[config.mk]
export PLATFORM = sky130hd
export DESIGN_NAME = bus_arbiter
export DESIGN_NICKNAME = d
export VERILOG_FILES = /design/src/rtl/bus_arb_pkg.sv /design/src/rtl/arb_sync.sv /design/src/rtl/arb_br_select.sv /design/src/rtl/arb_trap_gate.sv /design/src/rtl/bus_arbiter.sv
export SDC_FILE = /design/constraint.sdc
export NUM_CORES = 1
export LEC_CHECK = 0
export ABC_CLOCK_PERIOD_IN_PS = 5780
export CORE_MARGIN = 2
export CORE_UTILIZATION = 54
export DETAILED_ROUTE_END_ITERATION = 10
export GPL_TIMING_DRIVEN = 0
export MAX_ROUTING_LAYER = met4
export PLACE_DENSITY = 0.81
export SLEW_MARGIN = 20
export SYNTH_ARGS = -nofsm -noshare
export SYNTH_HDL_FRONTEND = slang
export SYNTH_SLANG_ARGS = --single-unit
[constraint.sdc]
create_clock -name clk -period 5.78 [get_ports clk]
set_input_delay 1.156 -clock clk [delete_from_list [all_inputs] [get_ports clk]]
set_output_delay 1.156 -clock clk [all_outputs]
set_load 0.01 [all_outputs]
[src/rtl/bus_arb_pkg.sv]
package bus_arb_pkg;

    typedef enum logic [2:0] {
        ARB_IDLE,
        ARB_GNT_NPR,
        ARB_GNT_BR,
        ARB_SELECTED,
        ARB_TAKEOVER
    } arb_state_t;

endpackage

[src/rtl/arb_sync.sv]
module arb_sync #(
    parameter int W = 1
) (
    input  logic         clk,
    input  logic         rst_n,
    input  logic [W-1:0] d,
    output logic [W-1:0] q
);
    logic [W-1:0] meta;

    always_ff @(posedge clk or negedge rst_n) begin
        if (!rst_n) begin
            meta <= '0;
            q    <= '0;
        end else begin
            meta <= d;
            q    <= meta;
        end
    end
endmodule

[src/rtl/arb_br_select.sv]
module arb_br_select #(
    parameter int NLVL     = 4,
    parameter int PW       = 3,
    parameter int BASE_LVL = 4
) (
    input  logic [NLVL-1:0] req,
    input  logic [PW-1:0]   prio,
    output logic [NLVL-1:0] win,
    output logic            win_ok
);
    int top_lvl;
    logic any;

    // later (higher) bits overwrite lower ones: highest level wins
    always_comb begin
        win     = '0;
        top_lvl = 0;
        any     = 1'b0;
        for (int i = 0; i < NLVL; i++) begin
            if (req[i]) begin
                win     = '0;
                win[i]  = 1'b1;
                top_lvl = BASE_LVL + i;
                any     = 1'b1;
            end
        end
        win_ok = any && (top_lvl > int'(prio));
    end
endmodule

[src/rtl/arb_trap_gate.sv]
module arb_trap_gate (
    input  logic clk,
    input  logic rst_n,
    input  logic instr_end,
    input  logic trap,
    output logic eligible
);
    logic blk;

    // one further instruction end (the trap sequence) stays blocked
    always_ff @(posedge clk or negedge rst_n) begin
        if (!rst_n)
            blk <= 1'b0;
        else if (instr_end)
            blk <= trap;
    end

    assign eligible = instr_end && !trap && !blk;
endmodule

[src/rtl/bus_arbiter.sv]
module bus_arbiter
    import bus_arb_pkg::*;
#(
    parameter int NLVL     = 4,
    parameter int PW       = 3,
    parameter int BASE_LVL = 4,
    parameter int TIMEOUT  = 16
) (
    input  logic            clk,
    input  logic            rst_n,
    input  logic            npr_req,
    input  logic [NLVL-1:0] br_req,
    input  logic [PW-1:0]   cpu_prio,
    input  logic            cycle_strobe,
    input  logic            instr_end,
    input  logic            trap,
    input  logic            sack,
    input  logic            bbsy,
    output logic            npg,
    output logic [NLVL-1:0] bg
);
    localparam int SW = NLVL + 3;
    localparam int CW = $clog2(TIMEOUT + 1);

    arb_state_t      state, state_nx;
    logic [SW-1:0]   sync_q;
    logic            npr_s, sack_s, bbsy_s;
    logic [NLVL-1:0] br_s;
    logic [NLVL-1:0] win;
    logic            win_ok, eligible;
    logic [NLVL-1:0] bg_q;
    logic [CW-1:0]   cnt;
    logic            in_grant, timeout_hit, br_take;

    arb_sync #(.W(SW)) u_sync (
        .clk  (clk),
        .rst_n(rst_n),
        .d    ({bbsy, sack, npr_req, br_req}),
        .q    (sync_q)
    );
    assign {bbsy_s, sack_s, npr_s, br_s} = sync_q;

    arb_br_select #(.NLVL(NLVL), .PW(PW), .BASE_LVL(BASE_LVL)) u_sel (
        .req   (br_s),
        .prio  (cpu_prio),
        .win   (win),
        .win_ok(win_ok)
    );

    arb_trap_gate u_trap (
        .clk      (clk),
        .rst_n    (rst_n),
        .instr_end(instr_end),
        .trap     (trap),
        .eligible (eligible)
    );

    assign in_grant    = (state == ARB_GNT_NPR) || (state == ARB_GNT_BR);
    assign timeout_hit = (cnt == CW'(TIMEOUT - 1));
    assign br_take     = eligible && win_ok;

    // state register
    always_ff @(posedge clk or negedge rst_n) begin
        if (!rst_n)
            state <= ARB_IDLE;
        else
            state <= state_nx;
    end

    // grant age counter and latched level grant
    always_ff @(posedge clk or negedge rst_n) begin
        if (!rst_n) begin
            cnt  <= '0;
            bg_q <= '0;
        end else begin
            if (in_grant && !timeout_hit)
                cnt <= cnt + 1'b1;
            else
                cnt <= '0;
            if (state == ARB_IDLE && state_nx == ARB_GNT_BR)
                bg_q <= win;
        end
    end

    // next state
    always_comb begin
        state_nx = state;
        unique case (state)
            ARB_IDLE: begin
                if (!sack_s) begin
                    if (cycle_strobe && npr_s)
                        state_nx = ARB_GNT_NPR;
                    else if (br_take)
                        state_nx = ARB_GNT_BR;
                end
            end
            ARB_GNT_NPR, ARB_GNT_BR: begin
                if (sack_s)
                    state_nx = ARB_SELECTED;
                else if (timeout_hit)
                    state_nx = ARB_IDLE;
            end
            ARB_SELECTED: begin
                if (!bbsy_s)
                    state_nx = ARB_TAKEOVER;
            end
            ARB_TAKEOVER: begin
                if (!sack_s)
                    state_nx = ARB_IDLE;
            end
            default: state_nx = ARB_IDLE;
        endcase
    end

    // outputs
    always_comb begin
        npg = 1'b0;
        bg  = '0;
        unique case (state)
            ARB_GNT_NPR: npg = 1'b1;
            ARB_GNT_BR:  bg  = bg_q;
            default: ;
        endcase
    end
endmodule

==> results.ini, run 1 <==
[run_status]
status=completed

[synth]
ys_seq_elements=27
synth_compound_area_frac=0.0678
synthArstFlopShare=1.00
synth_top_family_by_area=simple AND/OR/NAND/NOR gates
yosys.area_share.simple=0.173
synth.distinct_cells=33
seq_area_frac_synth=0.590
yosys.area_share.adder=0.0546
synth_mux_area_frac=0.0492
netlist_area_sq_um=1140
synth_cells=92
synth_ff_type=dfrtp_1
ys.warnings.count=0
avgSynthCellArea_sq_um=12.4
syn-num-nets=112
synth_edf_count=0
synth_xor_area_frac=0.0230

[finish]
synthToLayoutAreaGrowth_pct=21.5
layout_commonest_cell=dfrtp_1
num-fill-cells=135
regArea_sq_um=676
fin_util=0.702
multi_input_area_sq_um=420
diodes=0
fin_cells=142
layout_common_cells=dfrtp_1 (27), clkdlybuf4s50_1 (18), nor2_1 (8)
drive_gt1_frac=0.139
fin_nets=136

[floorplan]
num_io_pins=20
dieArea_sq_um=2500
die_x_um=50.0
std_cell_rows=16
initial_utilization=0.578
die_h_um=50.0
core_sq_um=1980

[drt]
drcViolationCount=0
drtIter0Drc=6
wl_um=1630
first_pass_iters=4
ant_nets=0
avgViaCountPerCell=5.20
via_count=738
wire_per_inst_um=11.5

[cts]
cts.htree.levels=1
clock_sinks=27
clk_latency_ns=0.31
hold_buffers=0
cts.path.max_buffers=2
cts_tree=done
cts_post_setup_buffers_inserted=0
numCtsBuffers=3
cts_repair_resize_count=0
clockRootBuffer=clkbuf_4
clk_pin_slew_ns=0.13

[power]
p_leak_uw=0.000649
pwr-share-comb=0.311
pwr-share-clk=0.166
p_seq_frac=0.523
ir_drop_mv=0.221
switchingPower_uw=141
internal_power_uw=319
power.density_nw_per_um2=330
power_switching_share=0.306
finalPower_uw=459

[global_route]
met3_usage=0.0394
met2_usage=0.263
globalRouteOverflowTotal=0
grt_pass1_wl_um=3000
antenna_found_initial=0
grt_max_degree=28
busiest_layer=met2
gr-usage-met1=0.196
grt_use_total=0.162
grt_pass1_vias=741

[sta]
tightest_slew_ns=0.561
hold-worst-slack_ns=0.363
final_hold_viol_count=0
clock.fmax_ghz=0.338
relSlewSlack=0.626
fin_crit_sh=0.512
setup_viol=0
period_minus_slack_ns=2.96
skew_ns=0.00206
rsz0062_at_grt=false
fin_setup_tns_ns=0
slew_viol_final=0

[critical_path]
cpPeakStageDelay_ns=0.53
crit_type=reg2out
crit_slowest_cell=clkdlybuf4s50_1
crit_path_max_fanout=10
critPathRequiredTime_ns=4.62
cp-end-kind=output port
crit_chain=clkbuf_1, and3_1, clkdlybuf4s50_1
arrival_ns=1.81
start_kind=flip-flop

[placement]
gp_congestion=0.842
dp_hpwl_um=1280
port_buffers=19
dp.cells=138

[run]
maxCapViolCount=0

[worst_hold_path]
hold_path_class=reg2reg

stage by stage:
step	worst slack, ns	cell area [sq um]
3_3_place_gp	2.68	1370
3_5_place_dp	2.63	1370
2_1_floorplan	3.22	1140
5_1_grt	2.68	1390
4_1_cts	2.79	1400
6_report	2.82	1390
power by group through the flow:
stage	clock network [uW]	logic [uW]	registers [uW]
after floorplan	0	103	238
after global placement	0	140	242
after detailed placement	0	145	244
after CTS	81.5	146	240
after global routing	88.2	163	245
final	76.2	143	240
state kept, by name, summed over array words and instances, names as in the netlist:
name / count
state: 3
u_sync.meta: 7
u_trap.blk: 1
u_sync.q: 7
cnt: 5
bg_q: 4
critical path: cells and delay by family (launching register included):
kind | cells | cell delay, ns
and+or+nand+nor | 1 | 0.22
buffers and inverters | 2 | 0.85
DFF | 1 | 0.43
path summary, 6_finish.rpt:
kind                           startpoint          end  slack (ns)  depth (start not counted)
max                              state[1]        bg[2]        2.82                          3
min                        u_sync.meta[1]  u_sync.q[1]        0.36                          0
max reg2reg                   u_sync.q[3]      bg_q[0]        3.29                          7
min reg2reg                u_sync.meta[1]  u_sync.q[1]        0.36                          0
max in group asynchronous           rst_n  u_sync.q[6]        4.60                          1
min in group asynchronous           rst_n     state[0]        0.82                          1
logic make-up after synthesis:
| kind of cell | count (synthesis) |
|---|---|
| and+or+nand+nor | 33 |
| DFF | 27 |
| AOI/OAI and AO/OA | 11 |
| buffers and inverters | 9 |
| adders and majority gates | 5 |
| muxes | 4 |
| xor gates and xnor gates | 3 |
layer usage:
metal | share of wire | routed length, um | vias to the layer above
met5 | 0 | 0 | -
met1 | 0.42 | 687 | 354
met4 | 0.0073 | 12 | 0
met3 | 0.047 | 76 | 2
li1 | - | - | 364
met2 | 0.53 | 858 | 18
synthesized netlist by cell type, types with 2 or more instances:
cell type | number | area share
nand3_1 | 2 | 0.0087
o31ai_1 | 2 | 0.013
and3_1 | 5 | 0.027
buf_6 | 2 | 0.020
dfrtp_1 | 27 | 0.59
nor2b_1 | 2 | 0.011
o21ai_0 | 2 | 0.0087
inv_1 | 6 | 0.020
nand2_1 | 3 | 0.0098
xnor2_1 | 2 | 0.015
nor2_1 | 8 | 0.026
mux2_4 | 3 | 0.039
or3_1 | 2 | 0.011
nand2b_1 | 2 | 0.011
a21oi_1 | 2 | 0.0087
ha_1 | 5 | 0.055
cell type report:
class	instances	area share
buffer	3	0.0189
sequential	27	0.486
timing repair buffer	19	0.133
clock buffer	3	0.0162
inverter	6	0.0162
multi-input combinational	56	0.302
tap	27	0.0243
clock inverter	1	0.00360
No activity file was read; power rests on OpenSTA's default activity.
==> inputs of run 2 (changes only) <==
Settings changed: ABC_CLOCK_PERIOD_IN_PS 5780 to 2800, CORE_UTILIZATION 54 to 50, PLACE_DENSITY 0.81 to 0.76.
Clock period 5.78 ns to 2.8 ns, I/O delays scaled along.
==> run 2 against run 1 <==
Clock power rose by 100%. Worst hold slack got worse by 0.15 ns. Largest power group unchanged. Critical path depth rose by 4. Clock skew fell by 0.00051 ns.
==> results.ini, run 2 (synthesized netlist as in run 1, its figures left out) <==
[sta]
tightest_slew_ns=0.553
hold-worst-slack_ns=0.217
final_hold_viol_count=0
setup_viol=0
fin_setup_tns_ns=0
period_minus_slack_ns=2.49
clock.fmax_ghz=0.402
fin_crit_sh=0.889
slew_viol_final=0
relSlewSlack=0.631
rsz0062_at_grt=false
skew_ns=0.00156

[cts]
cts_post_setup_buffers_inserted=0
cts.path.max_buffers=2
clk_latency_ns=0.31
numCtsBuffers=3
clk_pin_slew_ns=0.13
clockRootBuffer=clkbuf_4
hold_buffers=0
cts_tree=done
cts.htree.levels=1
cts_repair_resize_count=0
clock_sinks=27

[critical_path]
critPathRequiredTime_ns=3.01
crit_type=reg2reg
arrival_ns=2.70
cp-end-kind=flip-flop
start_kind=flip-flop
crit_path_max_fanout=5

[finish]
layout_commonest_cell=dfrtp_1
num-fill-cells=173
drive_gt1_frac=0.130
layout_common_cells=dfrtp_1 (27), clkdlybuf4s50_1 (18), nor2_1 (8)
synthToLayoutAreaGrowth_pct=21.5
reg_top3=u_sync.meta (7), u_sync.q (7), cnt (5)
fin_nets=136
diodes=0

[floorplan]
die_x_um=51.9
initial_utilization=0.523
core_sq_um=2190
die_h_um=51.9
std_cell_rows=17
num_io_pins=20
dieArea_sq_um=2690

[power]
p_seq_frac=0.523
p_leak_uw=0.000646
switchingPower_uw=295
power.density_nw_per_um2=686
internal_power_uw=660
power_switching_share=0.309
pwr-share-clk=0.163
ir_drop_mv=0.450
pwr-share-comb=0.313

[global_route]
grt_pass1_wl_um=3040
grt_max_degree=28
grt_use_total=0.160
globalRouteOverflowTotal=0
grt_pass1_vias=712
antenna_found_initial=0

[drt]
wl_um=1690
avgViaCountPerCell=5.22
drcViolationCount=0
wire_per_inst_um=11.8
first_pass_iters=4
ant_nets=0
via_count=746
drtIter0Drc=6

[placement]
port_buffers=19
gp_congestion=0.888
dp_hpwl_um=1300

[run]
maxCapViolCount=0

[run_status]
status=completed

[worst_hold_path]
hold_path_class=in2async

[run 2: cell count changes in the layout (fill, tap and decap cells not counted)]
cell	change
clkinv_2	-1
clkbuf_1	+1
[run 2: layer usage]
layer,wire length [um],global-route usage,up-vias
li1,-,-,360
met1,695,0.197,366
met2,924,0.264,18
met3,61,0.0172,2
met4,12,0.0789,0
met5,0,-,-
[run 2: worst paths after layout]
kind / startpoint / end / slack, ns / cells past startpoint
worst min-delay path: rst_n / cnt[0] / 0.22 / 1
min in group clk: u_sync.meta[4] / u_sync.q[4] / 0.36 / 0
max in group asynchronous: rst_n / bg_q[1] / 2.22 / 1
worst max-delay path: u_sync.q[3] / bg_q[1] / 0.31 / 7
worst max register to register: u_sync.q[3] / bg_q[1] / 0.31 / 7
worst min register to register: u_sync.meta[4] / u_sync.q[4] / 0.36 / 0
[run 2: stage by stage]
| stage | total power [uW] | cells | setup slack, ns | cell area (sq um) | util |
|---|---|---|---|---|---|
| finish | 955 | 143 | 0.311 | 1390 | 0.635 |
| global route | 1030 | 143 | 0.198 | 1390 | 0.635 |
| CTS | 970 | 143 | 0.300 | 1400 | 0.637 |
| detailed placement | 807 | 139 | 0.231 | 1370 | 0.625 |
| global placement | 791 | 139 | 0.288 | 1370 | 0.625 |
| floorplan | 704 | 92 | 0.481 | 1140 | - |
[run 2: layout make-up]
cell class | instances | area (sq um) | share of cell area
Clock buffer | 4 | 26.3 | 0.0189
Tap cell | 28 | 35.0 | 0.0252
Sequential cell | 27 | 676 | 0.486
Multi-Input combinational cell | 56 | 420 | 0.302
Inverter | 6 | 22.5 | 0.0162
Timing Repair Buffer | 19 | 185 | 0.133
Buffer | 3 | 26.3 | 0.0189
[run 2: power groups by stage]
stage                     Combinational (uW)  Sequential (uW)  Clock [uW]
final                                    299              500         156
after global routing                     340              507         186
after CTS                                303              499         169
after detailed placement                 300              507           0
after global placement                   290              502           0
after floorplan                          212              492           0
[run 2: critical path, stage by stage, from the launching register on]
cell	delay (ns)
dfrtp_1	0.44
or4_1	0.57
ha_1	0.33
nor2b_1	0.14
a221oi_1	0.34
or3_1	0.17
buf_6	0.12
mux2_4	0.29
